===== config.mk =====
export PLATFORM = sky130hd
export DESIGN_NAME = xlat_cache
export DESIGN_NICKNAME = d
export VERILOG_FILES = /design/src/rtl/xlat_cache_pkg.sv /design/src/rtl/xlat_way_match.sv /design/src/rtl/xlat_victim_pick.sv /design/src/rtl/xlat_cache.sv
export SDC_FILE = /design/constraint.sdc
export NUM_CORES = 2
export LEC_CHECK = 0
export BUFFER_PORTS_ARGS = -buffer_cell sky130_fd_sc_hd__buf_2
export CAP_MARGIN = 20
export CORE_UTILIZATION = 60
export DETAILED_ROUTE_END_ITERATION = 16
export PLACE_DENSITY = 0.76
export SLEW_MARGIN = 20
export SYNTH_ARGS = -nofsm -noshare
export SYNTH_HDL_FRONTEND = slang
export SYNTH_SLANG_ARGS = --single-unit

===== constraint.sdc =====
create_clock -name clk -period 13.35 [get_ports clk]
set_input_delay 1.335 -clock clk [delete_from_list [all_inputs] [get_ports clk]]
set_output_delay 1.335 -clock clk [all_outputs]
set_load 0.005 [all_outputs]

===== src/rtl/xlat_cache_pkg.sv =====
package xlat_cache_pkg;

    // Classification of a refill request for the selected set
    typedef enum logic [1:0] {
        FILL_NONE   = 2'd0,
        FILL_UPDATE = 2'd1,
        FILL_FREE   = 2'd2,
        FILL_EVICT  = 2'd3
    } fill_kind_e;

endpackage


===== src/rtl/xlat_way_match.sv =====
module xlat_way_match #(
    parameter int TAG_W = 16,
    parameter int WAYS  = 4
) (
    input  logic [WAYS-1:0]            line_valid,
    input  logic [WAYS-1:0][TAG_W-1:0] line_tag,
    input  logic [TAG_W-1:0]           probe_tag,
    output logic [WAYS-1:0]            way_hit
);

    for (genvar w = 0; w < WAYS; w++) begin : g_cmp
        assign way_hit[w] = line_valid[w] && (line_tag[w] == probe_tag);
    end

endmodule


===== src/rtl/xlat_victim_pick.sv =====
module xlat_victim_pick
    import xlat_cache_pkg::*;
#(
    parameter int WAYS = 4,
    localparam int IW  = $clog2(WAYS)
) (
    input  logic            req,
    input  logic [WAYS-1:0] line_valid,
    input  logic [WAYS-1:0] way_hit,
    input  logic [IW-1:0]   rr_ptr,
    output fill_kind_e      kind,
    output logic [IW-1:0]   way_sel
);

    logic          free_found;
    logic [IW-1:0] free_idx;
    logic [IW-1:0] hit_idx;

    // Lowest empty way and the index of the matching way
    always_comb begin
        free_found = 1'b0;
        free_idx   = '0;
        hit_idx    = '0;
        for (int w = WAYS - 1; w >= 0; w--) begin
            if (!line_valid[w]) begin
                free_found = 1'b1;
                free_idx   = w[IW-1:0];
            end
            if (way_hit[w]) begin
                hit_idx = w[IW-1:0];
            end
        end
    end

    // Refill classification
    always_comb begin
        if (!req)
            kind = FILL_NONE;
        else if (|way_hit)
            kind = FILL_UPDATE;
        else if (free_found)
            kind = FILL_FREE;
        else
            kind = FILL_EVICT;
    end

    // Target way for each kind
    always_comb begin
        unique case (kind)
            FILL_NONE:   way_sel = '0;
            FILL_UPDATE: way_sel = hit_idx;
            FILL_FREE:   way_sel = free_idx;
            FILL_EVICT:  way_sel = rr_ptr;
            default:     way_sel = '0;
        endcase
    end

endmodule


===== src/rtl/xlat_cache.sv =====
module xlat_cache
    import xlat_cache_pkg::*;
#(
    parameter int VPN_W    = 20,
    parameter int PPN_W    = 20,
    parameter int SET_BITS = 4,
    parameter int WAYS     = 4
) (
    input  logic             clk,
    input  logic             rst_n,
    input  logic [VPN_W-1:0] lk_vpn,
    output logic             lk_hit,
    output logic [PPN_W-1:0] lk_ppn,
    output logic             lk_present,
    input  logic             fill_en,
    input  logic [VPN_W-1:0] fill_vpn,
    input  logic [PPN_W-1:0] fill_ppn,
    input  logic             fill_present,
    input  logic             flush_all
);

    localparam int SETS  = 1 << SET_BITS;
    localparam int TAG_W = VPN_W - SET_BITS;
    localparam int IW    = $clog2(WAYS);

    // Line storage, one packed row of ways per set
    logic [WAYS-1:0]            valid_q [SETS];
    logic [WAYS-1:0][TAG_W-1:0] tag_q   [SETS];
    logic [WAYS-1:0][PPN_W-1:0] ppn_q   [SETS];
    logic [WAYS-1:0]            pres_q  [SETS];
    logic [IW-1:0]              rr_q    [SETS];

    // Lookup path
    logic [SET_BITS-1:0] lk_set;
    logic [TAG_W-1:0]    lk_tag;
    logic [WAYS-1:0]     lk_hit_vec;

    assign lk_set = lk_vpn[SET_BITS-1:0];
    assign lk_tag = lk_vpn[VPN_W-1:SET_BITS];

    xlat_way_match #(.TAG_W(TAG_W), .WAYS(WAYS)) u_lk_match (
        .line_valid (valid_q[lk_set]),
        .line_tag   (tag_q[lk_set]),
        .probe_tag  (lk_tag),
        .way_hit    (lk_hit_vec)
    );

    always_comb begin
        lk_hit     = |lk_hit_vec;
        lk_ppn     = '0;
        lk_present = 1'b0;
        for (int w = 0; w < WAYS; w++) begin
            if (lk_hit_vec[w]) begin
                lk_ppn     = lk_ppn | ppn_q[lk_set][w];
                lk_present = lk_present | pres_q[lk_set][w];
            end
        end
    end

    // Refill path
    logic [SET_BITS-1:0] fl_set;
    logic [TAG_W-1:0]    fl_tag;
    logic [WAYS-1:0]     fl_hit_vec;
    fill_kind_e          fl_kind;
    logic [IW-1:0]       fl_way;
    logic                fl_go;

    assign fl_set = fill_vpn[SET_BITS-1:0];
    assign fl_tag = fill_vpn[VPN_W-1:SET_BITS];
    assign fl_go  = fill_en && !flush_all;

    xlat_way_match #(.TAG_W(TAG_W), .WAYS(WAYS)) u_fl_match (
        .line_valid (valid_q[fl_set]),
        .line_tag   (tag_q[fl_set]),
        .probe_tag  (fl_tag),
        .way_hit    (fl_hit_vec)
    );

    xlat_victim_pick #(.WAYS(WAYS)) u_pick (
        .req        (fl_go),
        .line_valid (valid_q[fl_set]),
        .way_hit    (fl_hit_vec),
        .rr_ptr     (rr_q[fl_set]),
        .kind       (fl_kind),
        .way_sel    (fl_way)
    );

    // Valid bits and victim pointers
    always_ff @(posedge clk or negedge rst_n) begin
        if (!rst_n) begin
            for (int s = 0; s < SETS; s++) begin
                valid_q[s] <= '0;
                rr_q[s]    <= '0;
            end
        end else if (flush_all) begin
            for (int s = 0; s < SETS; s++) begin
                valid_q[s] <= '0;
            end
        end else if (fl_kind != FILL_NONE) begin
            valid_q[fl_set][fl_way] <= 1'b1;
            if (fl_kind == FILL_EVICT)
                rr_q[fl_set] <= rr_q[fl_set] + 1'b1;
        end
    end

    // Line payload, no reset needed
    always_ff @(posedge clk) begin
        if (fl_kind != FILL_NONE) begin
            tag_q[fl_set][fl_way]  <= fl_tag;
            ppn_q[fl_set][fl_way]  <= fill_ppn;
            pres_q[fl_set][fl_way] <= fill_present;
        end
    end

endmodule


Word level (Yosys, flattened, before mapping)
Memories as Yosys holds them, arrays and structs flattened. Index checks and enable logic that the tools add are counted.

Register bits after elaboration: 96. Bits in latches: 0. Memory bits (writable): 2368. ROM bits: 0. Input bits: 65. Output and inout bits: 22. Logic and storage cells: 130. Memories kept: 3.

Add/sub/neg operators: 1. $mul: 0. Divide/modulo/power cells: 0. Order comparisons: 5. Equal/unequal tests: 11. Shift-type cells: 0. Mux-type cells: 50. Bitwise gates (word level): 10. Reductions and logical operators: 18.

Memory list: ppn_q (depth 16, bits a word 80, read ports 1, clocked after memory_dff 0, wr ports 1, RTL line xlat_cache.sv:29) `logic [WAYS-1:0][PPN_W-1:0] ppn_q [SETS];`; tag_q (depth 16, bits a word 64, read ports 2, clocked after memory_dff 0, wr ports 1, RTL line xlat_cache.sv:28) `logic [WAYS-1:0][TAG_W-1:0] tag_q [SETS];`; pres_q (depth 16, bits a word 4, read ports 1, clocked after memory_dff 0, wr ports 1, RTL line xlat_cache.sv:30) `logic [WAYS-1:0] pres_q [SETS];`.

Operators with widths (count): $mux W64 (3); $eq A16 B16 Y1 (8); $mux W20 (5); $mux W80 (1); $or A64 B64 Y64 (1); $or A20 B20 Y20 (3); $demux W20 S2 (1); $bmux W4 S4 (2); $bwmux W32 (1); $demux W16 S2 (1); $mux W2 (13); $mux W4 (6); $demux W4 S4 (1); $mux W16 (1); $logic_and A1 B1 Y1 (11); $mux W1 (11); $ge A5 B5 Y1 const B (2); $not A4 Y5 (2); $bmux W2 S4 (1); $demux W2 S4 (1); $pmux W2 S4 (1); $reduce_or A4 Y1 (2); $lt A5 B1 Y1 const B (1); $eq A2 B2 Y1 const B (2); other kinds (11) (14).

Depth between registers and ports, before layout
Depth in word-level cells: 22. Gate-level depth with buffers: 17. Mapped depth without buffers: 9.

Cells and area by module
A second synthesis with hierarchy kept.

Cell total of the unflattened synthesis: 4696. Area, all modules: 103279.1 µm².

By module, submodules not included: xlat_cache (instances 1, cells an instance 4496, area each 101697.5 µm², seq. area each 73510.5 µm²); xlat_way_match (instances 2, cells an instance 93, area each 744.5 µm², seq. area each 0.0 µm²); xlat_victim_pick (instances 1, cells an instance 14, area each 92.6 µm², seq. area each 0.0 µm²).

Worst setup path before layout
No wires, ideal clock.

Path kind: input to register. Start point: input fill_vpn[3]. End point: memory ppn_q[10][60] in the netlist's numbering, enable pin. Setup time: 0.477 ns. Arrival: 6.667 ns. Data required time: 12.873 ns. Slack: 6.205 ns. Stages on the path: 14. Path buffers: 6. Cell sequence: buf_2 buf_2 buf_4 buf_2 mux4_2 o21ai_0 o211ai_1 a2111o_1 nor3_4 a21oi_2 or2_1 buf_6 buf_2 nor3_1.

Cells in the longest elaborated chain, start to end: 18. Elaborated cells on any way between the ends: 45. Those cells by class: order compare: 2; eq/ne: 7; mux: 26; bitwise: 1; reduce/logical: 8; memory: 1.

Ends and longest elaborated chain: start: declaration (RTL line xlat_cache.sv:16) `input logic [VPN_W-1:0] fill_vpn,`; $not A4 Y5 (not written as such) (RTL line xlat_cache.sv:73, xlat_cache.sv:81, xlat_cache.sv:83); $bmux W4 S4 (RTL line xlat_cache.sv:73, xlat_cache.sv:81); $mux W4 (not written as such) (2 in a row) (RTL line xlat_cache.sv:73, xlat_cache.sv:81); $mux W1 (4 in a row) (RTL line xlat_victim_pick.sv:25) `if (!line_valid[w]) begin`; $mux W1 (RTL line xlat_victim_pick.sv:41) `else if (free_found)`; $mux W2 (RTL line xlat_victim_pick.sv:39) `else if (|way_hit)`; $mux W2 (RTL line xlat_victim_pick.sv:37) `if (!req)`; $eq A2 B2 Y1 (tied with other cells) (RTL line xlat_victim_pick.sv:49) `unique case (kind)`; $pmux W2 S4 (RTL line xlat_victim_pick.sv:49); $lt A2 B3 Y1 (not written as such) / $ge A2 B1 Y1 (equally long branches) (RTL line xlat_cache.sv:110) `ppn_q[fl_set][fl_way] <= fill_ppn;`; $logic_and A1 B1 Y1 (not written as such) (RTL line xlat_cache.sv:110); $mux W20 (not written as such) (RTL line xlat_cache.sv:110); $demux W20 S2 (RTL line xlat_cache.sv:110); $mux W80 (not written as such) (RTL line xlat_cache.sv:110); end: declaration (RTL line xlat_cache.sv:29).

Several ways; a longest one is shown, not always the timed one. The select of a mux whose other input is x is not followed.

Worst setup path after layout
Start point: input lk_vpn[0]. End point: output lk_ppn[19].

Cells in the longest elaborated chain, start to end: 12. Elaborated cells on any way between the ends: 21. Those cells by class: eq/ne: 4; mux: 7; bitwise: 4; reduce/logical: 4; memory: 2.

Ends and longest elaborated chain: start: declaration (RTL line xlat_cache.sv:11) `input logic [VPN_W-1:0] lk_vpn,`; parallel branches: the longest is 11 deep, another holds $mem_v2 Z16 W64; $mux W20 (*) (RTL line xlat_cache.sv:53) `if (lk_hit_vec[w]) begin`; end: declaration (RTL line xlat_cache.sv:13) `output logic [PPN_W-1:0] lk_ppn,`.

Mark *: on every way between the ends. The select of a mux whose other input is x is not followed.

==> flow_summary.yaml <==
grt:
  track_usage: 0.338
  grt_pass1_vias: 57500
  grt_max_degree: 128
  grt-ovfl-total: 0
  antenna_found_initial: 13
  grt_pass1_wl_mm: 423
final_layout:
  seqCellArea_mm2: 0.0735
  layoutNonFillerInstCount: 7657
  fillers: 10500
  nNetsFinal: 5198
  syn_to_final_growth_pct: 10.4
  multi_input_area_mm2: 0.0307
  drive_gt1_frac: 0.310
clock_network:
  holdBufCountCts: 0
  insertion_delay_ps: 890
  cts_max_level: 4
  root_buffer: "clkbuf_16"
  clkSinkCount: 2464
  clockBufferDepth: 3
  cts.clk_slew.worst_paths_ps: 60
  cts_buffers: 231
  cts_resized: 0
  post_cts_buffers: 0
  cts_tree: "built"
route:
  drtIter0Drc: 9835
  routedWlPerCell_um: 39.2
  vias_per_cell: 7.51
  drt_pass1_iterations: 8
  num_vias: 57500
  antenna_left: 0
  routed_wl_mm: 300
  drc: 0
synthesis:
  syn_area_mm2: 0.106
  synth_edf_count: 2368
  ys.flop_type: "edfxtp_1"
  synth-compound-area-share: 0.0282
  synthArstFlopShare: 0.0390
  yosys_warnings: 0
  synth_area_leader_cell: "edfxtp_1"
  avgSynthCellArea_um2: 21.2
  synth_seq_cells: 2464
  synth_xor_area_frac: 0.0120
  synthAdderAreaFrac: 0
  yosysSeqAreaShare: 0.693
  synthMuxAreaShare: 0.230
  synth_top_family_by_area: "multiplexers"
  synth_cell_types: 84
  synth_area_leaders: "edfxtp_1, mux4_2, mux2i_1, dfrtp_1, xnor2_1"
  synthDominantCellAreaShare: 0.670
  netlist_instances: 5002
  syn-num-nets: 5067
  synth-simple-area-share: 0.0144
timing:
  max_slew_margin: 0.201
  setup_viol: 0
  layout_setup_ws_ps: 5340
  clock_skew_ps: 73.8
  fin_crit_sh: 0.600
  worst_slew_pin_slew_ps: 1200
  fmax_ghz: 0.125
  holdWs_ps: 379
  final_max_slew_viol_count: 0
  rsz0062_at_grt: "false"
  period_minus_slack_ps: 8010
  setup_tns_ps: 0
  hold_violations: 0
placement:
  place_ws_ps: 5180
  port_buffers: 86
  dpl.hpwl_mm: 155
  gp_congestion: 0.905
  placed_cells: 7219
hold_path:
  hold_path_class: "input pin to async pin"
run_status:
  status: "finished, final reports clean"
power_and_ir_drop:
  ir_drop_mv: 0.156
  p_total_mw: 16.1
  p_leak_nw: 37.6
  power.density_mw_per_mm2: 138
worst_setup_path:
  rr_endpoint: "ppn_q[11][69]$_DFFE_PP_"
  arrival_ps: 6680
  rr_startpoint: "tag_q[7][0]$_DFFE_PP_"
  cp_max_fo: 88
  r2r_slack_ps: 8190
  crit_type: "input pin to output port"
  crit_path_frequent_cell: "mux4_2"
  cp.required_ps: 12020
  critPathSlowestCell: "buf_8"
  cp-end-kind: "output port"
  cp_cell_sequence: "buf_8, buf_12, mux4_2, mux4_2, xor2_1, nor4_1, nand4_1, inv_1, buf_4, a221o_1, buf_2"
  critPathLaunchType: "input pin"
  reg2regPathDepth: 11
  cpPeakStageDelay_ps: 700
job:
  maxCapViolCount: 0
floorplanning:
  dieHeight_um: 423
  die_w_um: 423
  start_util: 0.607
  fp-row-count: 153
  coreArea_mm2: 0.175
  ios: 87
  die-area_mm2: 0.179
==> report_power, final <==
group          switching, mW  internal (mW)
registers            0.00569           8.48
logic                  0.625          0.406
clock network           2.92           3.68
total                   3.55           12.6
==> cell families after synthesis <==
logic type                after synthesis
buffers and inverters                 490
AOI/OAI and AO/OA                     358
muxes                                1248
DFF                                  2464
xor gates and xnor gates              145
and+or+nand+nor                       297
==> worst max-delay path by stage <==
| stage | slack, ps | cells past startpoint | start | end |
|---|---|---|---|---|
| detailed placement | 5180 | 14 | fill_vpn[1] | ppn_q[11][69]$_DFFE_PP_ |
| floorplan | 6210 | 14 | fill_vpn[3] | ppn_q[10][60]$_DFFE_PP_ |
| global placement | 5250 | 10 | lk_vpn[0] | lk_ppn[16] |
| global route | 4960 | 10 | lk_vpn[0] | lk_ppn[16] |
| CTS | 5180 | 10 | lk_vpn[0] | lk_ppn[16] |
| finish | 5340 | 11 | lk_vpn[0] | lk_ppn[19] |
==> layout by cell type (no fill, tap or decap), types with 34 or more instances in the layout <==
master	instances
mux4_2	928
clkbuf_16	233
xnor2_1	110
buf_4	148
clkinv_2	47
inv_1	138
xor2_1	35
mux2i_1	277
a22oi_1	38
edfxtp_1	2368
clkinv_1	50
nand2_1	61
clkbuf_1	50
a221oi_1	34
nand4_1	34
o22ai_1	51
dfrtp_1	96
buf_2	72
==> stage by stage <==
stage                     utilization  area, um2
after CTS                       0.669     117000
after detailed placement        0.626     109000
after floorplan                     -     106000
final                           0.670     117000
after global placement          0.626     109000
after global routing            0.670     117000
==> state kept, by name, summed over array words and instances, names as in the netlist <==
signal and cells:
pres_q 64, valid_q 64, ppn_q 1280, tag_q 1024, rr_q 32
==> worst max-delay path, delay by kind of cell <==
family	cells	cell delay, ps
buffers and inverters	5	2080
xor gates and xnor gates	1	170
and+or+nand+nor	2	1190
muxes	2	1130
AOI/OAI and AO/OA	1	420
==> per-layer routing <==
| metal | global-route usage | vias up | share of wire |
|---|---|---|---|
| met5 | 0 | - | 0.00026 |
| met4 | 0.170 | 12 | 0.060 |
| met3 | 0.0666 | 880 | 0.12 |
| met2 | 0.534 | 4876 | 0.48 |
| met1 | 0.454 | 30100 | 0.34 |
| li1 | - | 21600 | - |
==> final cells by class <==
cell class                 instances  area share
antenna                            2   0.0000427
clock buffer                     288      0.0520
clock inverter                   142      0.0127
inverter                         145     0.00465
multi-input combinational       2048       0.262
sequential                      2464       0.627
tap                             2325      0.0248
timing repair buffer             243      0.0162
==> cells in the mapped netlist (all sizes together) (5+ instances only) <==
master	number
a221o	23
edfxtp	2368
a211oi	12
o22ai	51
a22o	32
mux4	945
xnor2	110
o21ai	17
nor2	47
a31oi	10
inv	141
nor3	60
nand3	31
buf	205
mux2	26
o32ai	41
nand2	61
mux2i	277
a2111oi	8
clkbuf	140
nand4	34
and2	5
nor2b	13
and3	6
nor4	12
o41ai	11
o211ai	7
a21oi	40
a22oi	39
dfrtp	96
xor2	35
a221oi	36
nand2b	16
Note: power is estimated with default switching activity, not from simulation.
